File: config.mk
export PLATFORM = sky130hd
export DESIGN_NAME = cart_bank_ctrl
export DESIGN_NICKNAME = d
export VERILOG_FILES = /design/src/rtl/cart_bank_pkg.sv /design/src/rtl/cart_bank_ctl.sv /design/src/rtl/cart_bank_dp.sv /design/src/rtl/cart_bank_ctrl.sv
export SDC_FILE = /design/constraint.sdc
export NUM_CORES = 1
export LEC_CHECK = 0
export BUFFER_PORTS_ARGS = -buffer_cell sky130_fd_sc_hd__buf_4
export CAP_MARGIN = 25
export CORE_MARGIN = 3
export CORE_UTILIZATION = 37
export DETAILED_ROUTE_END_ITERATION = 10
export PLACE_DENSITY = 0.88
export SETUP_SLACK_MARGIN = 0.4
export SYNTH_ARGS = -nofsm -noshare
export SYNTH_HDL_FRONTEND = slang
export SYNTH_SLANG_ARGS = --single-unit
File: constraint.sdc
create_clock -name clk -period 3.9 [get_ports clk]
set_clock_uncertainty 0.05 [all_clocks]
set_input_delay 0.78 -clock clk [delete_from_list [all_inputs] [get_ports clk]]
set_output_delay 0.78 -clock clk [all_outputs]
set_load 0.01 [all_outputs]
File: src/rtl/cart_bank_pkg.sv
package cart_bank_pkg;

  // Configuration handed from the register block to the address datapath
  typedef struct packed {
    logic       ramOn;
    logic [6:0] romBank;   // effective bank, never zero
    logic [1:0] ramBank;
  } bankCfg_t;

  localparam logic [7:0] OPEN_BUS = 8'hFF;
  localparam int unsigned ROM_BANK_BYTES_LOG2 = 14;
  localparam int unsigned RAM_BANK_BYTES_LOG2 = 13;

endpackage

File: src/rtl/cart_bank_ctl.sv
module cart_bank_ctl
  import cart_bank_pkg::*;
(
  input  logic        clk,
  input  logic        rstN,
  input  logic [15:0] cpuAddr,
  input  logic [7:0]  cpuWrData,
  input  logic        cpuWr,
  output bankCfg_t    cfg,
  output logic        selErr
);

  typedef enum logic [1:0] {
    REG_RAM_ON  = 2'd0,
    REG_ROM_BNK = 2'd1,
    REG_RAM_SEL = 2'd2,
    REG_LATCH   = 2'd3
  } regSel_e;

  logic       ramOnQ;
  logic [6:0] romBankQ;
  logic [1:0] ramBankQ;
  logic       selErrQ;
  logic       regWr;
  logic       selOk;
  regSel_e    regSel;
  logic       unusedCtl;

  assign regWr  = cpuWr && !cpuAddr[15];
  assign regSel = regSel_e'(cpuAddr[14:13]);
  assign selOk  = (cpuWrData <= 8'h03);

  always_ff @(posedge clk or negedge rstN) begin
    if (!rstN) begin
      ramOnQ   <= 1'b0;
      romBankQ <= 7'd1;
      ramBankQ <= 2'd0;
      selErrQ  <= 1'b0;
    end else if (regWr) begin
      unique case (regSel)
        REG_RAM_ON:  ramOnQ   <= (cpuWrData[3:0] == 4'hA);
        REG_ROM_BNK: romBankQ <= cpuWrData[6:0];
        REG_RAM_SEL: begin
          if (selOk) ramBankQ <= cpuWrData[1:0];
          else       selErrQ  <= 1'b1;
        end
        REG_LATCH:   ;
        default:     ;
      endcase
    end
  end

  always_comb begin
    cfg.ramOn   = ramOnQ;
    cfg.romBank = (romBankQ == 7'd0) ? 7'd1 : romBankQ;
    cfg.ramBank = ramBankQ;
  end

  assign selErr    = selErrQ;
  assign unusedCtl = ^{cpuAddr[12:0]};


  ram_on_chk: assert property (@(posedge clk) disable iff (!rstN)
    (cpuWr && cpuAddr[15:13] == 3'b000 && cpuWrData[3:0] == 4'hA) |=> cfg.ramOn);


  ram_sel_chk: assert property (@(posedge clk) disable iff (!rstN)
    (cpuWr && cpuAddr[15:13] == 3'b010 && cpuWrData <= 8'h03)
      |=> cfg.ramBank == $past(cpuWrData[1:0]));


  bad_sel_chk: assert property (@(posedge clk) disable iff (!rstN)
    (cpuWr && cpuAddr[15:13] == 3'b010 && cpuWrData > 8'h03)
      |=> ($stable(cfg.ramBank) && selErr));


  sticky_err_chk: assert property (@(posedge clk) disable iff (!rstN)
    selErr |=> selErr);


  latch_quiet_chk: assert property (@(posedge clk) disable iff (!rstN)
    (cpuWr && cpuAddr[15:13] == 3'b011) |=> $stable(cfg));

endmodule

File: src/rtl/cart_bank_dp.sv
module cart_bank_dp
  import cart_bank_pkg::*;
#(
  parameter int unsigned ROM_BANKS = 32,
  parameter int unsigned RAM_KB    = 32,
  localparam int unsigned RAM_BANKS = RAM_KB / 8,
  localparam int unsigned ROM_BW = (ROM_BANKS > 1) ? $clog2(ROM_BANKS) : 0,
  localparam int unsigned RAM_BW = (RAM_BANKS > 1) ? $clog2(RAM_BANKS) : 0,
  localparam int unsigned ROM_AW = ROM_BANK_BYTES_LOG2 + ROM_BW,
  localparam int unsigned RAM_AW = RAM_BANK_BYTES_LOG2 + RAM_BW
) (
  input  logic              clk,
  input  logic              rstN,
  input  logic [15:0]       cpuAddr,
  input  logic              cpuRd,
  input  logic              cpuWr,
  input  bankCfg_t          cfg,
  input  logic [7:0]        romData,
  input  logic [7:0]        ramRdData,
  output logic [ROM_AW-1:0] romAddr,
  output logic [RAM_AW-1:0] ramAddr,
  output logic              ramWe,
  output logic [7:0]        cpuRdData
);

  localparam logic HAS_RAM = (RAM_KB != 0);

  logic inRom;
  logic inRam;
  logic ramAccess;
  logic unusedDp;

  assign inRom     = !cpuAddr[15];
  assign inRam     = (cpuAddr[15:13] == 3'b101);
  assign ramAccess = inRam && cfg.ramOn && HAS_RAM;

  generate
    if (ROM_BW > 0) begin : g_romBanked
      logic [ROM_BW-1:0] romHi;
      assign romHi   = cpuAddr[14] ? cfg.romBank[ROM_BW-1:0] : '0;
      assign romAddr = {romHi, cpuAddr[13:0]};
    end else begin : g_romFlat
      assign romAddr = cpuAddr[13:0];
    end

    if (RAM_BW > 0) begin : g_ramBanked
      assign ramAddr = {cfg.ramBank[RAM_BW-1:0], cpuAddr[12:0]};
    end else begin : g_ramFlat
      assign ramAddr = cpuAddr[12:0];
    end
  endgenerate

  assign ramWe = cpuWr && ramAccess;

  always_comb begin
    if (!cpuRd)         cpuRdData = OPEN_BUS;
    else if (inRom)     cpuRdData = romData;
    else if (ramAccess) cpuRdData = ramRdData;
    else                cpuRdData = OPEN_BUS;
  end

  assign unusedDp = ^{cpuAddr, cfg};


  ram_gate_chk: assert property (@(posedge clk) disable iff (!rstN)
    ramWe |-> (cfg.ramOn && cpuAddr[15:13] == 3'b101));


  open_bus_chk: assert property (@(posedge clk) disable iff (!rstN)
    (cpuRd && cpuAddr[15:13] == 3'b101 && !cfg.ramOn) |-> cpuRdData == 8'hFF);


  idle_bus_chk: assert property (@(posedge clk) disable iff (!rstN)
    !cpuRd |-> cpuRdData == 8'hFF);

endmodule

File: src/rtl/cart_bank_ctrl.sv
module cart_bank_ctrl
  import cart_bank_pkg::*;
#(
  parameter int unsigned ROM_BANKS = 32,
  parameter int unsigned RAM_KB    = 32,
  localparam int unsigned RAM_BANKS = RAM_KB / 8,
  localparam int unsigned ROM_AW = ROM_BANK_BYTES_LOG2 + ((ROM_BANKS > 1) ? $clog2(ROM_BANKS) : 0),
  localparam int unsigned RAM_AW = RAM_BANK_BYTES_LOG2 + ((RAM_BANKS > 1) ? $clog2(RAM_BANKS) : 0)
) (
  input  logic              clk,
  input  logic              rstN,
  input  logic [15:0]       cpuAddr,
  input  logic [7:0]        cpuWrData,
  input  logic              cpuWr,
  input  logic              cpuRd,
  input  logic [7:0]        romData,
  input  logic [7:0]        ramRdData,
  output logic [ROM_AW-1:0] romAddr,
  output logic [RAM_AW-1:0] ramAddr,
  output logic              ramWe,
  output logic [7:0]        cpuRdData,
  output logic              selErr
);

  bankCfg_t cfg;

  cart_bank_ctl u_ctl (
    .clk       (clk),
    .rstN      (rstN),
    .cpuAddr   (cpuAddr),
    .cpuWrData (cpuWrData),
    .cpuWr     (cpuWr),
    .cfg       (cfg),
    .selErr    (selErr)
  );

  cart_bank_dp #(
    .ROM_BANKS (ROM_BANKS),
    .RAM_KB    (RAM_KB)
  ) u_dp (
    .clk       (clk),
    .rstN      (rstN),
    .cpuAddr   (cpuAddr),
    .cpuRd     (cpuRd),
    .cpuWr     (cpuWr),
    .cfg       (cfg),
    .romData   (romData),
    .ramRdData (ramRdData),
    .romAddr   (romAddr),
    .ramAddr   (ramAddr),
    .ramWe     (ramWe),
    .cpuRdData (cpuRdData)
  );

endmodule

==> impl_metrics.ini <==
[status]
outcome = finished clean

[finish]
fin_nets = 154
multiInputGateArea_sq_um = 352.8
syn2layout_area_growth_pct = 24.85
seq_area_sq_um = 276.5
n_antenna_cell = 0
fillers = 200
drive_above_1_share_pct = 64.22

[floorplan]
die_h_um = 53.67
dieArea_sq_mm = 0.002880
ios = 88
initial_core_util_pct = 40.78
die_w_um = 53.67
core.rowCount = 16
core_area_sq_mm = 0.002062

[synthesis]
syn_avg_cell_area_sq_um = 9.777
synth_nets = 130
synth_cell_type_count = 21
synth_cells = 86
synth_area_sq_um = 840.8
synth-seq-area-share_pct = 32.89
yosys_warnings = 0
ys_ff_latch = 11

[route]
ant_nets = 0
first_iter_violations = 7
vias = 696
drt_first_pass_iters = 4
drcViolationCount = 0
wire_per_inst_um = 16.18
wl_um = 2201
routed_via_density = 5.118

[timing]
fin_crit_ps = 2488
setup_viol = 0
tightest_slew_ps = 372.3
drv_slew = 0
rsz0062_at_grt = no
finalHoldViolCount = 0
fin_crit_sh_pct = 63.80
setup_tns_ps = 0
maxSlewHeadroom_pct = 75.15
max_freq_mhz = 401.9

[worst_setup_path]
cp-end-kind = output pin
cpMostUsedCell = buf_4
cp_data_required_time_ps = 3070
cp_top_family = simple AND/OR/NAND/NOR gates
cpMaxStageDelayCell = nand4b_2
worstPathArrival_ps = 1660
cp-start-kind = input pin
path_class = in2out
cp_cell_sequence = buf_4, nand4b_2, o22ai_1, nand2_1, buf_4
crit_buf_inv = 2
crit_path_max_fanout = 8
max_stage_delay_ps = 310

[flow_run]
max_cap_violations = 0

[global_route]
grt_pass1_wl_um = 3091
track_usage_pct = 14.98
busiest_layer = met2
grt_pass1_vias = 672
grt_antenna_before_repair = 0
grt_use_met3_pct = 1.385
gr-total-overflow = 0
grt.met1_usage_pct = 14.60
grt_start_max_net_pins = 14
grt.met2_usage_pct = 30.65

[clock_network]
clock_sinks = 11
cts_hold_buffers = 0
cts_root_buf = clkbuf_4
cts.htree.levels = 1
cts_tree = done
ctsResizeCount = 0
clk_pin_slew_ps = 70
clock_latency_ps = 260
cts_made_buffers = 3
clockBufferDepth = 2
cts_setup_buffers = 0

[min_path]
hold_class = in2async

[place]
place.gp.congestion = 0.7569
io_buffers = 48
dp_hpwl_um = 1877

[power_and_ir_drop]
power_density_mw_per_mm2 = 298.3
total_power_mw = 0.3132
vdd_drop_max_uv = 176.3
leakage_nw = 0.5023
[logic make-up (layout without fill, tap and decap cells)]
logic type	count (synthesis)	in the layout	synth area share, %
buffers and inverters	29	52	25.15
AO/OA/AOI/OAI	10	10	7.739
multiplexers	10	10	13.39
AND/OR/NAND/NOR	26	26	20.83
flip-flops	11	11	32.89
[path summary, 6_finish.rpt]
| kind | from | to | slack [ps] | depth (start not counted) |
|---|---|---|---|---|
| min in group clk | u_ctl.selErr | u_ctl.selErr | 430 | 1 |
| hold / removal | rstN | u_ctl.romBankQ[6] | 290 | 1 |
| max in group asynchronous | rstN | u_ctl.romBankQ[0] | 3290 | 1 |
| hold reg to reg | u_ctl.selErr | u_ctl.selErr | 430 | 1 |
| setup / recovery | cpuAddr[14] | cpuRdData[1] | 1410 | 5 |
| setup reg to reg | u_ctl.ramOnQ | u_ctl.ramOnQ | 3050 | 1 |
[placed cells by master, fill, tap and decap left out]
master    instances
buf_4            48
mux2_2           10
dfrtp_1          10
nand2_1           9
o22ai_1           8
and2_2            4
clkbuf_4          3
nor3_1            2
nand3_1           2
nor2_1            2
nand4b_2          1
or4_1             1
o21a_1            1
nand2b_4          1
nor3b_4           1
nor4bb_1          1
nor4_1            1
and4bb_2          1
a21o_1            1
clkbuf_1          1
dfstp_2           1
[final cells by class]
cell class,instances,share of cell area [%]
Sequential cell,11,26.34
Multi-Input combinational cell,46,33.61
Timing Repair Buffer,48,34.33
Clock buffer,4,2.503
Tap cell,27,3.218
[flip-flops by register name, summed over array words and instances (netlist names)]
signal and count:
u_ctl.ramOnQ 1, u_ctl.ramBankQ 2, u_ctl.selErr 1, u_ctl.romBankQ 7
[Yosys cell counts]
cell	n	share of area (%)
and4bb_2	1	1.5
nor3b_4	1	2.2
a21o_1	1	0.89
mux2_2	10	13
nand2b_4	1	1.6
buf_2	1	0.59
nor4_1	1	0.74
nor3_1	2	1.2
buf_1	1	0.45
dfrtp_1	10	30
nand4b_2	1	1.8
or4_1	1	0.89
nand3_1	2	1.2
buf_4	27	24
o22ai_1	8	6.0
nand2_1	9	4.0
nor2_1	2	0.89
and2_2	4	3.6
dfstp_2	1	3.1
o21a_1	1	0.89
nor4bb_1	1	1.2
[routing by layer]
metal / routed length (um) / up-vias / share of wire (%)
li1: - / 322 / -
met1: 731 / 307 / 33
met2: 1220 / 67 / 55
met5: 0 / - / 0
met4: 0 / 0 / 0
met3: 249 / 0 / 11
[power by group]
group / total (mW) / switching, mW / internal (mW)
sequential: 0.144 / 0.0102 / 0.134
clock: 0.0749 / 0.0354 / 0.0395
combinational: 0.0945 / 0.0358 / 0.0587
[metrics by stage]
stage | instances | utilization (%) | hold slack (ps) | instance area (sq um) | setup slack, ps
3_5_place_dp | 132 | 49.64 | 408.1 | 1023 | 1412
2_1_floorplan | 86 | - | 421.6 | 840.8 | 1664
5_1_grt | 136 | 50.91 | 283.2 | 1050 | 1331
4_1_cts | 136 | 50.91 | 283.5 | 1050 | 1411
6_report | 136 | 50.91 | 290.4 | 1050 | 1412
3_3_place_gp | 132 | 49.64 | 400.5 | 1023 | 1440
(Power assumes the default switching activity.)
